**src/rtl/wdog_pkg.sv**
```systemverilog
// wdog_pkg: addresses, key bytes and the control word layout shared by the
// watchdog modules. Assumes byte addressing of 32-bit words.
package wdog_pkg;
    localparam int ADDR_W = 5;

    localparam logic [ADDR_W-1:0] A_CTRL = 5'h00;
    localparam logic [ADDR_W-1:0] A_FEED = 5'h04;
    localparam logic [ADDR_W-1:0] A_FLAG = 5'h08;
    localparam logic [ADDR_W-1:0] A_EVEN = 5'h0C;
    localparam logic [ADDR_W-1:0] A_RSVD = 5'h10;
    localparam logic [ADDR_W-1:0] A_LOCK = 5'h14;

    localparam logic [7:0] KEY_ARM    = 8'hA5;
    localparam logic [7:0] KEY_FIRE   = 8'h5A;
    localparam logic [7:0] KEY_CLOSE  = 8'h24;
    localparam logic [7:0] KEY_OPEN   = 8'h42;

    localparam int CTRL_W = 11;

    // Control word; field order fixes the bit positions software uses.
    typedef struct packed {
        logic       run_in_sleep;  // bit 10
        logic       cnt_clk_on;    // bit 9
        logic       timer_on;      // bit 8
        logic [3:0] rst_code;      // bits 7:4
        logic [3:0] irq_code;      // bits 3:0
    } wd_ctrl_t;
endpackage

```
**src/rtl/wdog_keyseq.sv**
```systemverilog
// wdog_keyseq: two-byte feed sequencer. An arm byte opens the pair and the
// fire byte on the very next feed write produces a one-cycle restart.
// Assumes wr_i is already qualified with the feed address.
module wdog_keyseq
    import wdog_pkg::*;
(
    input  logic       clk,
    input  logic       rst_n,
    input  logic       wr_i,
    input  logic [7:0] key_i,
    output logic       feed_o
);
    logic armed_q;

    // Feed fires when the armed pair is completed by the fire byte.
    assign feed_o = wr_i && armed_q && (key_i == KEY_FIRE);

    // Arm on the arm byte, disarm on any other feed write.
    always_ff @(posedge clk) begin
        if (!rst_n) begin
            armed_q <= 1'b0;
        end else if (wr_i) begin
            armed_q <= (key_i == KEY_ARM);
        end
    end

    p_arm_r4: assert property (@(posedge clk) disable iff (!rst_n)
        (wr_i && key_i == KEY_ARM) |=> armed_q);
    p_cancel_r4: assert property (@(posedge clk) disable iff (!rst_n)
        (wr_i && key_i != KEY_ARM) |=> !armed_q);
endmodule

```
**src/rtl/wdog_lock.sv**
```systemverilog
// wdog_lock: holds the control-write lock. A close key sets it, an open key
// clears it, and every other value leaves it alone. Assumes wr_i is already
// qualified with the lock address.
module wdog_lock
    import wdog_pkg::*;
(
    input  logic       clk,
    input  logic       rst_n,
    input  logic       wr_i,
    input  logic [7:0] key_i,
    output logic       locked_o
);
    logic locked_q;

    // Track lock state from key writes.
    always_ff @(posedge clk) begin
        if (!rst_n) begin
            locked_q <= 1'b0;
        end else if (wr_i && key_i == KEY_CLOSE) begin
            locked_q <= 1'b1;
        end else if (wr_i && key_i == KEY_OPEN) begin
            locked_q <= 1'b0;
        end
    end

    assign locked_o = locked_q;

    p_close_r5: assert property (@(posedge clk) disable iff (!rst_n)
        (wr_i && key_i == KEY_CLOSE) |=> locked_o);
    p_other_r5: assert property (@(posedge clk) disable iff (!rst_n)
        (wr_i && key_i != KEY_CLOSE && key_i != KEY_OPEN) |=> $stable(locked_o));
endmodule

```
**src/rtl/wdog_count.sv**
```systemverilog
// wdog_count: saturating up-counter with one threshold comparator per event.
// Period of event i is 2^(EXP_MAX - code_i). A hit is reported in the cycle
// whose edge moves the count onto the period. Assumes EXP_MAX >= 2^CODE_W-1.
module wdog_count #(
    parameter int EXP_MAX = 25,
    parameter int CODE_W  = 4,
    parameter int NEV     = 2
) (
    input  logic                  clk,
    input  logic                  rst_n,
    input  logic                  run_i,
    input  logic                  restart_i,
    input  logic [NEV*CODE_W-1:0] codes_i,
    output logic [NEV-1:0]        hit_o
);
    localparam int CNT_W = EXP_MAX + 1;
    localparam logic [CNT_W-1:0] ONE = {{(CNT_W-1){1'b0}}, 1'b1};

    logic [CNT_W-1:0] cnt_q;
    logic [CNT_W-1:0] cnt_nxt;
    logic             inc;

    assign inc     = run_i && !restart_i && (cnt_q != {CNT_W{1'b1}});
    assign cnt_nxt = cnt_q + ONE;

    // One period decoder and comparator per event.
    for (genvar i = 0; i < NEV; i++) begin : g_ev
        logic [CODE_W-1:0] code;
        logic [CNT_W-1:0]  period;
        assign code     = codes_i[i*CODE_W +: CODE_W];
        assign period   = ONE << (EXP_MAX - int'(code));
        assign hit_o[i] = inc && (cnt_nxt == period);
    end

    // Restart wins over counting; the count holds when not running.
    always_ff @(posedge clk) begin
        if (!rst_n) begin
            cnt_q <= '0;
        end else if (restart_i) begin
            cnt_q <= '0;
        end else if (inc) begin
            cnt_q <= cnt_nxt;
        end
    end

    p_restart_r10: assert property (@(posedge clk) disable iff (!rst_n)
        restart_i |=> (cnt_q == '0));
    p_hold_r3: assert property (@(posedge clk) disable iff (!rst_n)
        (!run_i && !restart_i) |=> $stable(cnt_q));
endmodule

```
**src/rtl/keyed_wdog.sv**
```systemverilog
// keyed_wdog: watchdog with a keyed feed, a keyed control lock, independent
// warning and reset timeouts, write-one-to-clear flags and event enables.
// Assumes single-cycle writes and combinational reads on a byte address.
module keyed_wdog
    import wdog_pkg::*;
#(
    parameter int EXP_MAX = 25
) (
    input  logic              clk,
    input  logic              rst_n,
    input  logic              bus_wr,
    input  logic [ADDR_W-1:0] bus_addr,
    input  logic [31:0]       bus_wdata,
    output logic [31:0]       bus_rdata,
    input  logic              sleep_i,
    output logic              irq_o,
    output logic              rst_req_o
);
    localparam int CODE_W = 4;
    localparam int NEV    = 2;

    wd_ctrl_t       ctrl_q;
    logic           irq_flag_q, rst_flag_q;
    logic           irq_en_q, rst_en_q;
    logic           rst_req_q;
    logic           locked;
    logic           feed;
    logic           ctrl_wr, code_chg, restart, run;
    logic [NEV-1:0] hit;
    logic [31:0]    unused_wdata_hi;

    assign unused_wdata_hi = {bus_wdata[31:CTRL_W], {CTRL_W{1'b0}}};

    wdog_keyseq u_keys (
        .clk    (clk),
        .rst_n  (rst_n),
        .wr_i   (bus_wr && bus_addr == A_FEED),
        .key_i  (bus_wdata[7:0]),
        .feed_o (feed)
    );

    wdog_lock u_lock (
        .clk      (clk),
        .rst_n    (rst_n),
        .wr_i     (bus_wr && bus_addr == A_LOCK),
        .key_i    (bus_wdata[7:0]),
        .locked_o (locked)
    );

    // Control write gating, restart and run conditions.
    assign ctrl_wr  = bus_wr && bus_addr == A_CTRL && !locked;
    assign code_chg = ctrl_wr && (bus_wdata[7:0] != {ctrl_q.rst_code, ctrl_q.irq_code});
    assign restart  = feed || code_chg;
    assign run      = ctrl_q.timer_on && ctrl_q.cnt_clk_on &&
                      (!sleep_i || ctrl_q.run_in_sleep);

    wdog_count #(.EXP_MAX(EXP_MAX), .CODE_W(CODE_W), .NEV(NEV)) u_cnt (
        .clk       (clk),
        .rst_n     (rst_n),
        .run_i     (run),
        .restart_i (restart),
        .codes_i   ({ctrl_q.rst_code, ctrl_q.irq_code}),
        .hit_o     (hit)
    );

    // Control register, writable only while unlocked.
    always_ff @(posedge clk) begin
        if (!rst_n) begin
            ctrl_q <= '0;
        end else if (ctrl_wr) begin
            ctrl_q <= wd_ctrl_t'(bus_wdata[CTRL_W-1:0]);
        end
    end

    // Event enables.
    always_ff @(posedge clk) begin
        if (!rst_n) begin
            irq_en_q <= 1'b0;
            rst_en_q <= 1'b0;
        end else if (bus_wr && bus_addr == A_EVEN) begin
            irq_en_q <= bus_wdata[0];
            rst_en_q <= bus_wdata[2];
        end
    end

    // Flags: set on a threshold hit, cleared by writing one; set wins.
    always_ff @(posedge clk) begin
        if (!rst_n) begin
            irq_flag_q <= 1'b0;
            rst_flag_q <= 1'b0;
        end else begin
            irq_flag_q <= hit[0] ||
                (irq_flag_q && !(bus_wr && bus_addr == A_FLAG && bus_wdata[0]));
            rst_flag_q <= hit[1] ||
                (rst_flag_q && !(bus_wr && bus_addr == A_FLAG && bus_wdata[2]));
        end
    end

    // Reset request pulse on the edge the reset flag sets.
    always_ff @(posedge clk) begin
        if (!rst_n) begin
            rst_req_q <= 1'b0;
        end else begin
            rst_req_q <= hit[1] && rst_en_q;
        end
    end

    assign irq_o     = irq_flag_q && irq_en_q;
    assign rst_req_o = rst_req_q;

    // Read multiplexer.
    always_comb begin
        bus_rdata = '0;
        unique case (bus_addr)
            A_CTRL:  bus_rdata[CTRL_W-1:0] = ctrl_q;
            A_FLAG:  bus_rdata = {29'd0, rst_flag_q, 1'b0, irq_flag_q};
            A_EVEN:  bus_rdata = {29'd0, rst_en_q, 1'b0, irq_en_q};
            A_LOCK:  bus_rdata = {31'd0, locked};
            default: bus_rdata = '0;
        endcase
    end

    p_locked_ctrl_r5: assert property (@(posedge clk) disable iff (!rst_n)
        locked |=> $stable(ctrl_q));
    p_req_flag_r9: assert property (@(posedge clk) disable iff (!rst_n)
        rst_req_o |-> rst_flag_q);
    p_req_pulse_r9: assert property (@(posedge clk) disable iff (!rst_n)
        rst_req_o |=> !rst_req_o);
    p_irq_needs_en_r8: assert property (@(posedge clk) disable iff (!rst_n)
        (!irq_en_q && !(bus_wr && bus_addr == A_EVEN)) |=> !irq_o);
endmodule

```
**config.mk**
```make
export PLATFORM = sky130hd
export DESIGN_NAME = keyed_wdog
export DESIGN_NICKNAME = d
export VERILOG_FILES = /design/src/rtl/wdog_pkg.sv /design/src/rtl/wdog_keyseq.sv /design/src/rtl/wdog_lock.sv /design/src/rtl/wdog_count.sv /design/src/rtl/keyed_wdog.sv
export SDC_FILE = /design/constraint.sdc
export NUM_CORES = 1
export LEC_CHECK = 0
export BUFFER_PORTS_ARGS = -buffer_cell sky130_fd_sc_hd__buf_4
export CAP_MARGIN = 5
export CORE_MARGIN = 3
export CORE_UTILIZATION = 60
export CTS_CLUSTER_SIZE = 10
export DETAILED_ROUTE_END_ITERATION = 12
export PLACE_DENSITY = 0.84
export SYNTH_ARGS = -nofsm -noshare
export SYNTH_HDL_FRONTEND = slang
export SYNTH_HIERARCHICAL = 1
export SYNTH_SLANG_ARGS = --single-unit
```
**constraint.sdc**
```tcl
create_clock -name clk -period 10.4 [get_ports clk]
set_input_delay 2.08 -clock clk [delete_from_list [all_inputs] [get_ports clk]]
set_output_delay 2.08 -clock clk [all_outputs]
set_load 0.05 [all_outputs]
```
# Word level (Yosys, flattened, before mapping)
# Index checks and enable logic that the tools add are counted.
word_totals:
  output_inout_bits: 34
  word_cells: 69
  inputBits: 41
  reg_bits: 44
op_classes:
  n_addsub: 3
  n_bitwise: 1
  n_eq_ne: 12
  n_mux: 3
  reduce_logical: 35
  shifts: 2
ops:
  columns: ["operator", "n"]
  rows:
  - ["left shift 1 x 32 -> 26 bit (first input constant)", 2]
  - ["== test 26 bit", 2]
  - ["case mux 11 bit (4 select lines)", 1]
  - ["adder 26 x 1 -> 26 bit (second input constant)", 1]
  - ["inequality test 26 bit (second input constant)", 1]
  - ["logical AND 1 bit", 23]
  - ["== test 8 x 7 -> 1 bit (second input constant)", 2]
  - ["subtractor 5 x 4 -> 6 bit (first input constant)", 2]
  - ["== test 5 x 4 -> 1 bit (second input constant)", 2]
  - ["== test 8 x 6 -> 1 bit (second input constant)", 1]
  - ["== test 8 bit (second input constant)", 1]
  - ["inequality test 8 bit", 1]
  - ["== test 5 x 3 -> 1 bit (second input constant)", 1]
  - ["== test 5 bit (second input constant)", 1]
  - ["zero test 1 bit", 5]
  - ["zero test 5 bit", 1]
  - ["logical OR 1 bit", 4]
  - ["2-to-1 mux 1 bit", 2]
  - ["nonzero test 2 bit", 1]
  - ["OR reduction 2 bit", 1]
  - ["NOT 1 bit", 1]

# Depth between registers and ports, before layout
depth:
  depth_word: 10
  mapped_depth: 14
  ltp_nobuf: 13

# By module
# Netlist, hierarchy kept.
modules_own_cells:
  columns: ["mod", "area_each_um2", "instances", "seq_area_each_um2", "cells_each"]
  rows:
  - ["wdog_count", 3392.0, 1, 520.5, 468]
  - ["keyed_wdog", 1116.1, 1, 320.3, 138]
  - ["wdog_keyseq", 93.8, 1, 20.0, 9]
  - ["wdog_lock", 87.6, 1, 20.0, 8]

# Worst setup path before layout
# Ideal clock, no wire load.
synth_path:
  path_kind: "input to output"
  start: "input port bus_addr[3]"
  end: "output port bus_rdata[2]"
  required_time_ns: 8.320
  path_slack_ns: 5.001
  n_path_buf: 2
  cell_stages: 5
  t_arrival_ns: 3.319
  cell_sequence: "buf_6 > nor2_2 > clkbuf_1 > a22oi_1 > nor2_1"
synth_via:
  elab_chain_cells: 2
  elab_cells_between_ends: 5
  classes_between: "3 x eq/ne; 1 x mux; 1 x reduce/logical"
synth_rtl:
  columns: ["item", "line_no", "text"]
  rows:
  - ["from (decl)", "keyed_wdog.sv:12", "input logic [ADDR_W-1:0] bus_addr,"]
  - ["== test 5 bit (tied with other cells)", "keyed_wdog.sv:114", "unique case (bus_addr)"]
  - ["case mux 11 bit (4 select lines) *", "keyed_wdog.sv:114", null]
  - ["to (decl)", "keyed_wdog.sv:14", "output logic [31:0] bus_rdata,"]
# Every way passes the cells marked *; elsewhere a longest branch is shown, timed or not.

# Worst setup path after layout
layout_path:
  start: "input port bus_addr[3]"
  end: "output port bus_rdata[0]"
# The elaborated chain is that of the path after synthesis.

==> flow_summary.ini <==
[die]
die-area_um2 = 8912
coreArea_um2 = 7408
die_x_um = 94.41
die_h_um = 94.41
fp-row-count = 31
start_util_pct = 63.30
design.portCount = 75

[timing]
max_freq_ghz = 0.1867
setup_viol = 0
rsz0062_at_grt = false
final_max_slew_viol_count = 0
finalHoldViolations = 0
fin_crit_ns = 5.357
fin_setup_tns_ns = 0
hold_ws_ns = 0.4919
timing.final.crit_share_pct = 51.51
max_slew_margin_pct = 33.50
fin_skew_ns = 0.01030
worst_slew_pin_slew_ns = 0.9951

[min_path]
min_path_type = reg -> reg

[global_routing]
grt_antenna_before_repair = 0
grt_pass1_vias = 4110
grt_pass1_wl_um = 20400
grt_usage_pct = 28.87
grt_max_degree = 27
overflow = 0

[cts]
ctsLongestPathBuffers = 2
cts_tree = done
clock-root-buffer = clkbuf_8
ctsResizeCount = 0
cts_hold_buf = 0
h-tree-depth = 2
numCtsBuffers = 5
cts_setup_buffers = 0
clock_sinks = 44
cts.clk_slew.worst_paths_ns = 0.08
clk_latency_ns = 0.31

[cells_and_area]
drive_above_1_share_pct = 13.57
multi_input_area_um2 = 3385
syn2layout_area_growth_pct = 2.348
nFillCells = 683
fin_area_um2 = 4800
nNetsFinal = 662
diodes = 0
ff_latch_area_um2 = 880.8

[synth]
ys.flop_type = dfxtp_1
ys_ff_latch = 44
yosysWarnings = 6
synth-edff-count = 0
yosysMostFrequentCell = nand2_1
yosysTopAreaCellShare_pct = 18.78
syn_area_um2 = 4689
yosysTopAreaCell = dfxtp_1
ys_types = 79
synthesis.instances = 623
synthTopCellsByCount = nand2_1, nor2_1, dfxtp_1
syn_area_per_cell_um2 = 7.527
synth_area_leaders = dfxtp_1, xnor2_1, nand2_1
seq_area_frac_synth_pct = 18.78
async_reset_ff_share_pct = 0

[power_and_ir_drop]
power.share.sequential_pct = 52.1
ir_worst_vdd_mv = 0.05743
power_frac_comb_pct = 12.9
p_sw_share_pct = 30.42
power_frac_clock_pct = 35.0
switchingPower_uw = 99.04
power.density_nw_per_um2 = 67.83
power_uw = 325.5
cell_internal_pwr_uw = 226.5
leakage_uw = 0.001686

[setup_path]
path_max_fanout = 13
critical_path_class = in -> out
worstPathArrival_ns = 3.28
cp-end-kind = output pin
start_kind = primary input
required_ns = 8.32

[run]
cap_violations = 0

[route]
route.antenna.remaining_nets = 0
drc_errors = 0
wirelength_um = 12670
drt-pass1-iter-count = 6
drtIter0Drc = 579
vias_per_cell = 6.369
wl_per_cell_um = 17.64
route.vias.total = 4573

[place]
place.gp.congestion = 1.038
port_buffers = 32
hpwlAfterDp_um = 9577
dpl_cell_area_um2 = 4712

[status]
status = finished clean
placed cells by master (no fill, tap or decap), types with 5 or more instances in the layout:
cell type / netlist / final
nand4_1: 19 / 19
a21boi_2: 10 / 10
and3_1: 20 / 20
inv_1: 20 / 20
o31ai_1: 5 / 5
and2_1: 7 / 7
a21oi_1: 12 / 12
or4_1: 6 / 6
o211ai_1: 6 / 6
o21ai_0: 20 / 20
nor2b_1: 7 / 7
dfxtp_1: 44 / 44
nor3_1: 24 / 24
xnor2_1: 34 / 34
conb_1: 1 / 21
nand2_1: 75 / 75
or3_1: 5 / 5
nor4_1: 13 / 13
clkbuf_8: 0 / 5
buf_4: 28 / 33
a31oi_1: 6 / 5
mux2i_1: 6 / 6
nand2b_1: 8 / 8
xor2_1: 26 / 26
nand3_1: 28 / 28
nor2_1: 56 / 56
power groups by stage:
stage               Sequential (µW)  Clock [µW]  Combinational (µW)
floorplan                       173           0                36.8
global placement                174           0                40.5
detailed placement              174           0                41.2
CTS                             170         116                41.3
global route                    170         124                44.7
finish                          170         114                41.9
path summary, 6_finish.rpt:
| kind | startpoint | end | slack, ns | depth (start not counted) |
|---|---|---|---|---|
| setup reg to reg | ctrl_q[1] | irq_flag_q | 6.23 | 11 |
| hold / removal | irq_en_q | irq_en_q | 0.49 | 2 |
| setup / recovery | bus_addr[3] | bus_rdata[0] | 5.04 | 6 |
| hold reg to reg | irq_en_q | irq_en_q | 0.49 | 2 |
stage by stage:
| step | cells | utilization (%) | setup WS, ns |
|---|---|---|---|
| after global placement | 710 | 63.60 | 5.107 |
| after floorplan | 643 | - | 5.001 |
| after CTS | 718 | 64.79 | 5.078 |
| after detailed placement | 710 | 63.60 | 5.086 |
| after global routing | 718 | 64.79 | 4.994 |
| final | 718 | 64.79 | 5.043 |
per-layer routing:
layer / GRT usage [%] / vias up / wire length (µm)
li1: - / 2181 / -
met1: 41.13 / 2158 / 5553
met2: 44.98 / 212 / 5804
met3: 4.542 / 22 / 1062
met4: 8.544 / 0 / 247
met5: 0 / - / 0
kinds of logic after synthesis:
logic type,share of synthesized area (%)
XOR/XNOR,13.66
AND/OR/NAND/NOR,38.95
other,0.07997
adder cells (fa/ha/maj),0.8005
flip-flops,18.78
AO/OA/AOI/OAI,14.94
multiplexers,2.001
buffers and inverters,10.78
registers in the layout, indices dropped and copies added, names as in the netlist:
register         cells
ctrl_q              11
u_lock/locked_o      1
irq_flag_q           1
rst_en_q             1
rst_flag_q           1
u_cnt/cnt_q         26
irq_en_q             1
u_keys/armed_q       1
rst_req_o            1
worst max-delay path, stage by stage:
cell,delay (ns)
buf_4,0.14
nor2_2,0.38
a22oi_1,0.15
o21ai_0,0.18
and2_1,0.15
buf_4,0.20
layout make-up:
class | instances | share of cell area, %
clock inverter | 3 | 0.3910
clock buffer | 5 | 1.434
tap | 99 | 2.581
timing repair buffer | 33 | 5.162
inverter | 20 | 1.564
sequential | 44 | 18.35
multi-input combinational | 514 | 70.52
Power figures use the tool's default switching activity.
